==> src/rtl/amp_regs_pkg.sv <==
package amp_regs_pkg;
   // word index within the four-word window (byte address bits [3:2])
   localparam int unsigned IDX_CTL    = 0;
   localparam int unsigned IDX_STAT   = 1;
   localparam int unsigned IDX_CALCTL = 2;
   localparam int unsigned IDX_CALST  = 3;

   // field bases inside the words
   localparam int unsigned CTL_AMP_LSB   = 0;
   localparam int unsigned CTL_BUF_LSB   = 4;
   localparam int unsigned CTL_IEN_LSB   = 8;
   localparam int unsigned STAT_DO_LSB   = 0;
   localparam int unsigned STAT_FLG_LSB  = 4;
   localparam int unsigned CAL_TRIG_LSB  = 0;
   localparam int unsigned CAL_REF_LSB   = 16;

   // calibration status: one nibble per channel
   localparam int unsigned CALST_STRIDE  = 4;
   localparam int unsigned CALST_DONE    = 0;
   localparam int unsigned CALST_NFAIL   = 1;
   localparam int unsigned CALST_PFAIL   = 2;

   localparam int unsigned MAX_CH        = 4;
endpackage

==> src/rtl/amp_sync_edge.sv <==
module amp_sync_edge #(
   parameter int unsigned NUM_CH = 3,
   parameter int unsigned STAGES = 2
) (
   input  logic              clk,
   input  logic              rst_n,
   input  logic [NUM_CH-1:0] async_in,
   output logic [NUM_CH-1:0] sync_out,
   output logic [NUM_CH-1:0] change
);
   if (STAGES < 2) begin : g_bad_stages
      $error("amp_sync_edge: STAGES must be at least 2");
   end

   logic [NUM_CH-1:0] prev_q;

   for (genvar c = 0; c < NUM_CH; c++) begin : g_ch
      logic [STAGES-1:0] chain_q;
      always_ff @(posedge clk or negedge rst_n) begin
         if (!rst_n) chain_q <= '0;
         else        chain_q <= {chain_q[STAGES-2:0], async_in[c]};
      end
      assign sync_out[c] = chain_q[STAGES-1];
   end

   // registered copy for change detection
   always_ff @(posedge clk or negedge rst_n) begin
      if (!rst_n) prev_q <= '0;
      else        prev_q <= sync_out;
   end

   assign change = sync_out ^ prev_q;
endmodule

==> src/rtl/amp_irq_flags.sv <==
module amp_irq_flags #(
   parameter int unsigned NUM_CH = 3
) (
   input  logic              clk,
   input  logic              rst_n,
   input  logic [NUM_CH-1:0] set_evt,
   input  logic [NUM_CH-1:0] clr_mask,
   input  logic [NUM_CH-1:0] ien,
   output logic [NUM_CH-1:0] flags,
   output logic              irq
);
   logic [NUM_CH-1:0] flag_q;

   // a set on the same edge as a clear wins
   for (genvar c = 0; c < NUM_CH; c++) begin : g_flag
      always_ff @(posedge clk or negedge rst_n) begin
         if (!rst_n)          flag_q[c] <= 1'b0;
         else if (set_evt[c]) flag_q[c] <= 1'b1;
         else if (clr_mask[c]) flag_q[c] <= 1'b0;
      end
   end

   assign flags = flag_q;
   assign irq   = |(flag_q & ien);
endmodule

==> src/rtl/amp_cal_chan.sv <==
module amp_cal_chan (
   input  logic clk,
   input  logic rst_n,
   input  logic amp_on,
   input  logic trig_wr,
   input  logic eng_done,
   input  logic eng_nfail,
   input  logic eng_pfail,
   output logic busy,
   output logic start,
   output logic done,
   output logic nfail,
   output logic pfail
);
   always_ff @(posedge clk or negedge rst_n) begin
      if (!rst_n) begin
         busy  <= 1'b0;
         start <= 1'b0;
         done  <= 1'b0;
         nfail <= 1'b0;
         pfail <= 1'b0;
      end else begin
         start <= 1'b0;
         if (busy) begin
            if (eng_done) begin
               busy  <= 1'b0;
               done  <= 1'b1;
               nfail <= eng_nfail;
               pfail <= eng_pfail;
            end
         end else if (trig_wr && amp_on) begin
            busy  <= 1'b1;
            start <= 1'b1;
            done  <= 1'b0;
            nfail <= 1'b0;
            pfail <= 1'b0;
         end
      end
   end
endmodule

==> src/rtl/amp_chan_regs.sv <==
module amp_chan_regs
   import amp_regs_pkg::*;
#(
   parameter int unsigned NUM_CH      = 3,
   parameter int unsigned SYNC_STAGES = 2,
   parameter int unsigned AW          = 4,
   parameter int unsigned DW          = 32
) (
   input  logic              clk,
   input  logic              rst_n,
   input  logic              psel,
   input  logic              penable,
   input  logic              pwrite,
   input  logic [AW-1:0]     paddr,
   input  logic [DW-1:0]     pwdata,
   output logic [DW-1:0]     prdata,
   input  logic [NUM_CH-1:0] cmp_async,
   output logic [NUM_CH-1:0] amp_en,
   output logic [NUM_CH-1:0] buf_en,
   output logic [NUM_CH-1:0] cal_start,
   output logic [NUM_CH-1:0] cal_ref_sel,
   input  logic [NUM_CH-1:0] cal_done_in,
   input  logic [NUM_CH-1:0] cal_nfail_in,
   input  logic [NUM_CH-1:0] cal_pfail_in,
   output logic              irq
);
   localparam int unsigned TOP_FIELD = CAL_REF_LSB + NUM_CH;

   if (NUM_CH < 1 || NUM_CH > MAX_CH) begin : g_bad_ch
      $error("amp_chan_regs: NUM_CH out of range");
   end
   if (DW < TOP_FIELD) begin : g_bad_dw
      $error("amp_chan_regs: DW too narrow for the field layout");
   end
   if (AW < 4) begin : g_bad_aw
      $error("amp_chan_regs: AW must cover four words");
   end

   // address decode
   logic       addr_ok;
   logic [1:0] word_idx;
   if (AW > 4) begin : g_wide_addr
      assign addr_ok = (paddr[AW-1:4] == '0) && (paddr[1:0] == 2'b00);
   end else begin : g_narrow_addr
      assign addr_ok = (paddr[1:0] == 2'b00);
   end
   assign word_idx = paddr[3:2];

   logic wr_stb, wr_ctl, wr_stat, wr_calctl;
   assign wr_stb    = psel && penable && pwrite && addr_ok;
   assign wr_ctl    = wr_stb && (word_idx == 2'(IDX_CTL));
   assign wr_stat   = wr_stb && (word_idx == 2'(IDX_STAT));
   assign wr_calctl = wr_stb && (word_idx == 2'(IDX_CALCTL));

   // control and reference registers
   logic [NUM_CH-1:0] amp_en_q, buf_en_q, ien_q, ref_q;
   always_ff @(posedge clk or negedge rst_n) begin
      if (!rst_n) begin
         amp_en_q <= '0;
         buf_en_q <= '0;
         ien_q    <= '0;
      end else if (wr_ctl) begin
         amp_en_q <= pwdata[CTL_AMP_LSB +: NUM_CH];
         buf_en_q <= pwdata[CTL_BUF_LSB +: NUM_CH];
         ien_q    <= pwdata[CTL_IEN_LSB +: NUM_CH];
      end
   end

   always_ff @(posedge clk or negedge rst_n) begin
      if (!rst_n)         ref_q <= '0;
      else if (wr_calctl) ref_q <= pwdata[CAL_REF_LSB +: NUM_CH];
   end

   // comparator path
   logic [NUM_CH-1:0] sync_do, do_change, status_do;
   amp_sync_edge #(.NUM_CH(NUM_CH), .STAGES(SYNC_STAGES)) u_sync (
      .clk      (clk),
      .rst_n    (rst_n),
      .async_in (cmp_async),
      .sync_out (sync_do),
      .change   (do_change)
   );
   assign status_do = sync_do & buf_en_q;

   logic [NUM_CH-1:0] flag_q, clr_eff, set_evt;
   assign clr_eff = wr_stat ? pwdata[STAT_FLG_LSB +: NUM_CH] : '0;
   assign set_evt = do_change & buf_en_q;

   amp_irq_flags #(.NUM_CH(NUM_CH)) u_flags (
      .clk      (clk),
      .rst_n    (rst_n),
      .set_evt  (set_evt),
      .clr_mask (clr_eff),
      .ien      (ien_q),
      .flags    (flag_q),
      .irq      (irq)
   );

   // calibration trackers
   logic [NUM_CH-1:0] cal_trig, cal_done_st, cal_nf, cal_pf;
   for (genvar c = 0; c < NUM_CH; c++) begin : g_cal
      amp_cal_chan u_cal (
         .clk       (clk),
         .rst_n     (rst_n),
         .amp_on    (amp_en_q[c]),
         .trig_wr   (wr_calctl && pwdata[CAL_TRIG_LSB + c]),
         .eng_done  (cal_done_in[c]),
         .eng_nfail (cal_nfail_in[c]),
         .eng_pfail (cal_pfail_in[c]),
         .busy      (cal_trig[c]),
         .start     (cal_start[c]),
         .done      (cal_done_st[c]),
         .nfail     (cal_nf[c]),
         .pfail     (cal_pf[c])
      );
   end

   // read mux
   logic [DW-1:0] rdata;
   always_comb begin
      rdata = '0;
      unique case (word_idx)
         2'(IDX_CTL): begin
            rdata[CTL_AMP_LSB +: NUM_CH] = amp_en_q;
            rdata[CTL_BUF_LSB +: NUM_CH] = buf_en_q;
            rdata[CTL_IEN_LSB +: NUM_CH] = ien_q;
         end
         2'(IDX_STAT): begin
            rdata[STAT_DO_LSB  +: NUM_CH] = status_do;
            rdata[STAT_FLG_LSB +: NUM_CH] = flag_q;
         end
         2'(IDX_CALCTL): begin
            rdata[CAL_TRIG_LSB +: NUM_CH] = cal_trig;
            rdata[CAL_REF_LSB  +: NUM_CH] = ref_q;
         end
         default: begin
            for (int c = 0; c < NUM_CH; c++) begin
               rdata[CALST_STRIDE*c + CALST_DONE]  = cal_done_st[c];
               rdata[CALST_STRIDE*c + CALST_NFAIL] = cal_nf[c];
               rdata[CALST_STRIDE*c + CALST_PFAIL] = cal_pf[c];
            end
         end
      endcase
   end

   assign prdata      = (psel && addr_ok) ? rdata : '0;
   assign amp_en      = amp_en_q;
   assign buf_en      = buf_en_q;
   assign cal_ref_sel = ref_q;

   logic unused_wdata_bits;
   assign unused_wdata_bits = ^pwdata;
endmodule

==> config.mk <==
export PLATFORM = sky130hd
export DESIGN_NAME = amp_chan_regs
export DESIGN_NICKNAME = d
export VERILOG_FILES = /design/src/rtl/amp_regs_pkg.sv /design/src/rtl/amp_sync_edge.sv /design/src/rtl/amp_irq_flags.sv /design/src/rtl/amp_cal_chan.sv /design/src/rtl/amp_chan_regs.sv
export SDC_FILE = /design/constraint.sdc
export NUM_CORES = 1
export LEC_CHECK = 0
export ABC_AREA = 1
export BUFFER_PORTS_ARGS = -buffer_cell sky130_fd_sc_hd__buf_4
export CORE_ASPECT_RATIO = 2
export CORE_MARGIN = 3
export CORE_UTILIZATION = 37
export DETAILED_ROUTE_END_ITERATION = 6
export PLACE_DENSITY = 0.76
export SLEW_MARGIN = 15
export SYNTH_ARGS = -nofsm -noshare
export SYNTH_HDL_FRONTEND = slang
export SYNTH_SLANG_ARGS = --single-unit
==> constraint.sdc <==
create_clock -name clk -period 1.45 [get_ports clk]
set_input_delay 0.145 -clock clk [delete_from_list [all_inputs] [get_ports clk]]
set_output_delay 0.145 -clock clk [all_outputs]
set_load 0.01 [all_outputs]
==> flow_metrics.env, run 1 <==
export IMPL_status="completed"
export IMPL_synth_compound_area_share_pct=4.22
export IMPL_yosysWarnings=0
export IMPL_rsz0062_at_grt="false"
export IMPL_drtAntennaViolNets=0
export IMPL_dp_hpwl_um=3440
export IMPL_synth_main_ff_cell="dfrtp_1"
export IMPL_fin_setup_tns_ns=0
export IMPL_worstPathRequired_ns=1.31
export IMPL_cp_data_arrival_time_ns=1.22
export IMPL_synth_seq_cells=39
export IMPL_synth_simple_area_share_pct=29.4
export IMPL_p_comb_share_pct=16.7
export IMPL_synth_top_area_share_pct=49.9
export IMPL_gr_usage_met2_pct=26.1
export IMPL_fin_crit_sh_pct=94.0
export IMPL_cts_num_sinks=39
export IMPL_vias=1705
export IMPL_routedWlPerCell_um=12.2
export IMPL_clk_insertion_delay_late_ns=0.29
export IMPL_nNetsFinal=364
export IMPL_dr_pass1_iters=4
export IMPL_antennaDiodeCount=0
export IMPL_clockRootBuffer="clkbuf_8"
export IMPL_synth_top_family_by_area="simple AND/OR/NAND/NOR gates"
export IMPL_cp_end_kind="output port"
export IMPL_power_total_mw=2.39
export IMPL_area_delta_synth_final_pct=26.9
export IMPL_setup_viol=0
export IMPL_gr_usage_all_layers_pct=15.2
export IMPL_yosysMostFrequentCell="nand2_1"
export IMPL_peakVddDrop_mv=0.683
export IMPL_drcViolationCount=0
export IMPL_largest_register_ffs=6
export IMPL_synth_commonest_cells="nand2_1 (81), dfrtp_1 (39), nand3_1 (34)"
export IMPL_switching_share_pct=27.3
export IMPL_start_util_pct=39.1
export IMPL_cts_buffers=5
export IMPL_grt_pass1_wl_um=7320
export IMPL_htree_levels=2
export IMPL_setup_worst_path_class="reg2out"
export IMPL_period_minus_slack_ns=1.36
export IMPL_p_int_mw=1.74
export IMPL_synth_area_leader_cell="dfrtp_1"
export IMPL_die_w_um=57.4
export IMPL_synthArstFlopShare_pct=100
export IMPL_yosys_area_share_xor_xnor_pct=0
export IMPL_fmax_ghz=0.734
export IMPL_min_path_type="in2reg"
export IMPL_netlist_area_um2=1960
export IMPL_cts_tree="done"
export IMPL_antenna_found_initial=0
export IMPL_place_gp_congestion=0.829
export IMPL_die_y_um=109
export IMPL_met1_usage_pct=17.3
export IMPL_drtIter0Drc=39
export IMPL_drive_gt1_share_pct=25.7
export IMPL_power_leakage_nw=1.42
export IMPL_synthMuxAreaShare_pct=0
export IMPL_critPathLaunchType="register"
export IMPL_ys_top_cells_by_area="dfrtp_1 (50%), nand2_1 (16%), buf_4 (10%)"
export IMPL_fin_skew_ns=0.00454
export IMPL_clkTransAtPathRegs_ns=0.07
export IMPL_power_density_nw_per_um2=961
export IMPL_p_clk_share_pct=30.9
export IMPL_finalMaxSlewViolations=0
export IMPL_drt_wl_total_um=4490
export IMPL_grt_overflow_total=0
export IMPL_synth_edf_count=0
export IMPL_synth_area_per_cell_um2=7.89
export IMPL_synth_cell_types=17
export IMPL_p_sw_uw=650
export IMPL_synthCells=248
export IMPL_hold_violations=0
export IMPL_cts_buffer_depth=2
export IMPL_ios=98
export IMPL_grt_pass1_vias=1582
export IMPL_use_met3_pct=2.96
export IMPL_gr_max_usage_layer="met2"
export IMPL_grt_start_max_net_pins=40
export IMPL_worstPathMaxFanout=5
export IMPL_viasPerCell=4.63
export IMPL_core_region_area_um2=5000
export IMPL_rows=36
export IMPL_synthAdderAreaFrac_pct=0
export IMPL_ys_seq_area_share_pct=49.9
export IMPL_pwr_share_seq_pct=52.4
export IMPL_dieArea_um2=6250
export IMPL_numPortBuffers=57
export IMPL_regMostFlops="u_sync.g_ch.chain_q"
export IMPL_cap_violations=0
[metrics by stage]
stage                     setup WS [ns]  util [%]  instances  hold WS, ns  instance area, um2
after floorplan                   0.464         -        267       -0.151                2030
after global placement            0.223      47.1        357        0.137                2350
after detailed placement          0.198      47.1        357        0.146                2350
after CTS                        0.0656      49.6        368       0.0364                2480
after global routing             0.0174      49.7        368       0.0455                2480
final                            0.0874      49.7        368       0.0402                2480
[worst max-delay path: stages (launching register included)]
cell	delay, ns
dfrtp_1	0.44
nand3_1	0.15
nand3_1	0.11
nand2_1	0.07
inv_1	0.04
buf_4	0.13
[path summary, 6_finish.rpt]
check,depth (start not counted),startpoint,end,slack (ns)
hold / removal,2,cal_done_in[0],g_cal[0].u_cal.busy$_DFF_PN0_,0.04
setup / recovery,5,buf_en[2]$_DFFE_PN0P_,prdata[2],0.09
max in group asynchronous,2,rst_n,buf_en[1]$_DFFE_PN0P_,0.73
min in group asynchronous,2,rst_n,u_sync.g_ch[1].chain_q[1]$_DFF_PN0_,0.36
setup reg to reg,6,g_cal[1].u_cal.busy$_DFF_PN0_,g_cal[1].u_cal.pfail$_DFFE_PN0P_,0.38
hold reg to reg,0,u_sync.g_ch[1].chain_q[0]$_DFF_PN0_,u_sync.g_ch[1].chain_q[1]$_DFF_PN0_,0.35
[layer usage]
metal | up-vias | share of wire, %
li1 | 846 | -
met1 | 792 | 37
met2 | 60 | 54
met3 | 7 | 5.9
met4 | 0 | 2.6
met5 | - | 0
[cells by family (layout without fill, tap and decap cells)]
family	after synthesis	in the layout
compound gates	16	16
simple gates	134	134
buf+inv	58	102
other cells	1	20
flops	39	39
[repair_timing]
| item | 4_1_cts | 5_1_grt |
|---|---|---|
| buffers inserted | 0 | 0 |
| hold buffers | 4 | 0 |
| resized for setup | 0 | 1 |
| endpoints found under the setup margin | 0 | 1 |
| endpoints found under the hold margin | 42 | 0 |
[power groups by stage]
stage / sequential [mW] / combinational [mW] / clock (mW)
6_report: 1.25 / 0.400 / 0.737
3_3_place_gp: 1.27 / 0.386 / 0
2_1_floorplan: 1.26 / 0.234 / 0
5_1_grt: 1.26 / 0.449 / 0.782
3_5_place_dp: 1.27 / 0.394 / 0
4_1_cts: 1.25 / 0.405 / 0.757
[layout make-up]
cell class,instances,area (um2)
well taps,57,71.3
inverters,29,109
clock inverters,1,5.00
repair buffers,66,505
multi-input cells,170,733
fillers,497,2520
clock buffers,6,82.6
flip-flops and latches,39,977
[cells in the final DEF, fill, tap and decap left out, drive strengths merged, types with 3 or more instances in the layout]
| cell | synthesis | layout |
|---|---|---|
| a21oi | 3 | 3 |
| buf | 29 | 62 |
| clkbuf | 0 | 6 |
| conb | 1 | 20 |
| dfrtp | 39 | 39 |
| dlygate4sd3 | 0 | 4 |
| inv | 29 | 29 |
| nand2 | 81 | 81 |
| nand3 | 34 | 34 |
| nor2 | 15 | 15 |
| o21ai | 12 | 12 |
| or2 | 3 | 3 |
Note: power is estimated with default switching activity, not from simulation.
==> run 2, diff against run 1 <==
--- a/config.mk
+++ b/config.mk
@@ -5,7 +5,6 @@
 export SDC_FILE = /design/constraint.sdc
 export NUM_CORES = 1
 export LEC_CHECK = 0
-export ABC_AREA = 1
 export BUFFER_PORTS_ARGS = -buffer_cell sky130_fd_sc_hd__buf_4
 export CORE_ASPECT_RATIO = 2
 export CORE_MARGIN = 3
==> run 2 against run 1 <==
The run now ends with setup timing left. Register-to-register slack got worse by 0.13 ns. Critical path depth decreased by 1. Die area grew 0.52%. Fmax down 11%. Non-clock buffer count increased by 22. Sequential power is 5% lower. Worst hold slack improved by 0.033 ns. Design area up 11%. Clock skew decreased by 0.0031 ns. Combinational power is 19% higher. Critical endpoint is now prdata[4]. Highest routed layer unchanged.
==> flow_metrics.env, run 2 <==
export IMPL_status="complete, but fails checks"
export IMPL_violations="setup timing"
export IMPL_yosysMostFrequentCell="dfrtp_1"
export IMPL_grt_start_max_net_pins=40
export IMPL_cp_end_kind="output port"
export IMPL_setup_worst_path_class="reg2out"
export IMPL_ios=98
export IMPL_p_clk_share_pct=35.9
export IMPL_p_comb_share_pct=18.3
export IMPL_power_density_nw_per_um2=941
export IMPL_p_sw_uw=639
export IMPL_hold_violations=0
export IMPL_synth_cell_types=30
export IMPL_worstPathRequired_ns=1.31
export IMPL_cts_tree="done"
export IMPL_cts_buffers=5
export IMPL_switching_share_pct=24.5
export IMPL_die_y_um=109
export IMPL_gr_usage_all_layers_pct=15.9
export IMPL_grt_pass1_wl_um=7450
export IMPL_peakVddDrop_mv=0.856
export IMPL_yosysWarnings=0
export IMPL_layout_commonest_cell="buf_4"
export IMPL_dp_hpwl_um=3620
export IMPL_fmax_ghz=0.656
export IMPL_dr_pass1_iters=4
export IMPL_grt_overflow_total=0
export IMPL_cts_buffer_depth=2
export IMPL_start_util_pct=38.3
export IMPL_synth_top_area_share_pct=49.6
export IMPL_drcViolationCount=0
export IMPL_htree_levels=2
export IMPL_viasPerCell=4.81
export IMPL_setup_viol=5
export IMPL_n_fill_cell=466
export IMPL_ys_seq_area_share_pct=49.6
export IMPL_drive_gt1_share_pct=49.6
export IMPL_cp_data_arrival_time_ns=1.38
export IMPL_grt_pass1_vias=1555
export IMPL_area_delta_synth_final_pct=40.5
export IMPL_drtAntennaViolNets=0
export IMPL_critPathLaunchType="register"
export IMPL_place_gp_congestion=0.828
export IMPL_synth_seq_cells=39
export IMPL_clk_insertion_delay_late_ns=0.30
export IMPL_cap_violations=0
export IMPL_synth_area_per_cell_um2=11.1
export IMPL_clockRootBuffer="clkbuf_8"
export IMPL_fin_setup_tns_ns=-0.191
export IMPL_min_path_type="in2reg"
export IMPL_fin_ws_ns=-0.0744
export IMPL_final_cell_mix="buf_4 (83), dfrtp_1 (38), conb_1 (20), nand2_1 (15), mux2_2 (12)"
export IMPL_antenna_found_initial=0
export IMPL_numPortBuffers=57
export IMPL_fin_crit_sh_pct=105
export IMPL_largest_register_ffs=6
export IMPL_synth_area_leader_cell="dfrtp_1"
export IMPL_pre_cts_ws_ns=-0.0946
export IMPL_hold_ws_ns=0.0731
export IMPL_netlist_area_um2=1970
export IMPL_synth_commonest_cells="dfrtp_1 (39), buf_4 (26), mux2_2 (18)"
export IMPL_rsz0062_at_grt="true"
export IMPL_drt_wl_total_um=4770
export IMPL_p_int_mw=1.96
export IMPL_vias=1539
export IMPL_die_w_um=57.6
export IMPL_core_region_area_um2=5140
export IMPL_synth_main_ff_cell="dfrtp_1"
export IMPL_routedWlPerCell_um=14.9
export IMPL_pwr_share_seq_pct=45.8
export IMPL_place_area_um2=2440
export IMPL_drtIter0Drc=45
export IMPL_rows=37
export IMPL_clkTransAtPathRegs_ns=0.08
export IMPL_finalMaxSlewViolations=0
export IMPL_antennaDiodeCount=0
export IMPL_synthArstFlopShare_pct=100
export IMPL_power_leakage_nw=1.40
export IMPL_period_minus_slack_ns=1.52
export IMPL_synthCells=177
export IMPL_synth_edf_count=0
export IMPL_ys_top_cells_by_area="dfrtp_1 (50%), mux2_2 (10%), buf_4 (9.9%)"
export IMPL_dieArea_um2=6280
export IMPL_cts_num_sinks=39
export IMPL_post_route_cell_area_um2=2770
export IMPL_nNetsFinal=314
export IMPL_fin_skew_ns=0.00145
export IMPL_worstPathMaxFanout=4
export IMPL_regMostFlops="u_sync.g_ch.chain_q"
-- run 2: changes by cell type in the layout (fill, tap and decap cells not counted), sizes merged, moves of 4 or more --
cell,previous run,this run
nand3,34,9
buf,62,84
a21oi,3,12
nand2,81,15
inv,29,4
nor2,15,8
nor2b,0,4
mux2,0,18
-- run 2: final timing paths --
check	from	to	slack, ns	depth (start not counted)
setup / recovery	u_flags.flags[0]$_DFFE_PN0P_	prdata[4]	-0.07	4
hold / removal	pwdata[9]	ien_q[1]$_DFFE_PN0P_	0.07	2
setup reg to reg	g_cal[0].u_cal.busy$_DFF_PN0_	g_cal[0].u_cal.nfail$_DFFE_PN0P_	0.25	3
hold reg to reg	u_sync.g_ch[1].chain_q[0]$_DFF_PN0_	u_sync.g_ch[1].chain_q[1]$_DFF_PN0_	0.35	0
max in group asynchronous	rst_n	g_cal[0].u_cal.busy$_DFF_PN0_	0.72	2
min in group asynchronous	rst_n	amp_en[1]$_DFFE_PN0P_	0.35	2
-- run 2: cell families (layout without fill, tap and decap cells) --
logic type,count (synthesis),in the layout,share of synthesized area (%)
AOI/OAI and AO/OA,31,31,9.66
muxes,18,18,10.3
xor gates and xnor gates,3,3,1.34
other,1,20,0.191
DFF,39,39,49.6
and+or+nand+nor,51,51,17.0
buffers and inverters,34,100,11.9
-- run 2: layout make-up --
cell class / count / area, um2 / area share [%]
Tap cell: 58 / 72.6 / 2.62
Multi-Input combinational cell: 123 / 900 / 32.5
Clock buffer: 6 / 82.6 / 2.99
Clock inverter: 2 / 35.0 / 1.27
Inverter: 4 / 15.0 / 0.543
Sequential cell: 39 / 977 / 35.3
Timing Repair Buffer: 88 / 683 / 24.7
-- run 2: what timing repair did --
item | 4_1_cts | 5_1_grt
pin swaps | 3 | 2
hold endpoints to repair | 42 | 0
hold buffers | 4 | 0
gates resized for setup | 12 | 9
buffers inserted | 9 | 4
endpoints found under the setup margin | 10 | 9
-- run 2: routing by layer --
metal | share of wire [%] | up-vias | global-route usage (%) | wire, um
met3 | 5.8 | 9 | 2.96 | 279
met1 | 34 | 731 | 15.9 | 1610
met2 | 58 | 62 | 30.1 | 2760
met5 | 0 | - | 0 | 0
li1 | - | 737 | - | -
met4 | 2.6 | 0 | 7.96 | 125
-- run 2: per-stage QoR --
step | utilization [%] | cells | total power [mW]
3_5_place_dp | 47.5 | 295 | 1.62
3_3_place_gp | 47.5 | 295 | 1.61
4_1_cts | 52.5 | 316 | 2.60
2_1_floorplan | - | 196 | 1.44
5_1_grt | 53.8 | 320 | 2.72
6_report | 53.8 | 320 | 2.60
-- run 2: critical path, cell delays in order, from the launching register on --
cell,delay (ns)
dfrtp_1,0.44
mux2_4,0.30
a22oi_2,0.14
nor2_1,0.07
buf_4,0.14
-- run 2: power by group through the flow --
stage	clock network (mW)	logic, mW	registers [mW]
after floorplan	0	0.217	1.22
after global placement	0	0.391	1.22
after detailed placement	0	0.396	1.22
after CTS	0.958	0.450	1.19
after global routing	1.01	0.514	1.20
final	0.934	0.475	1.19
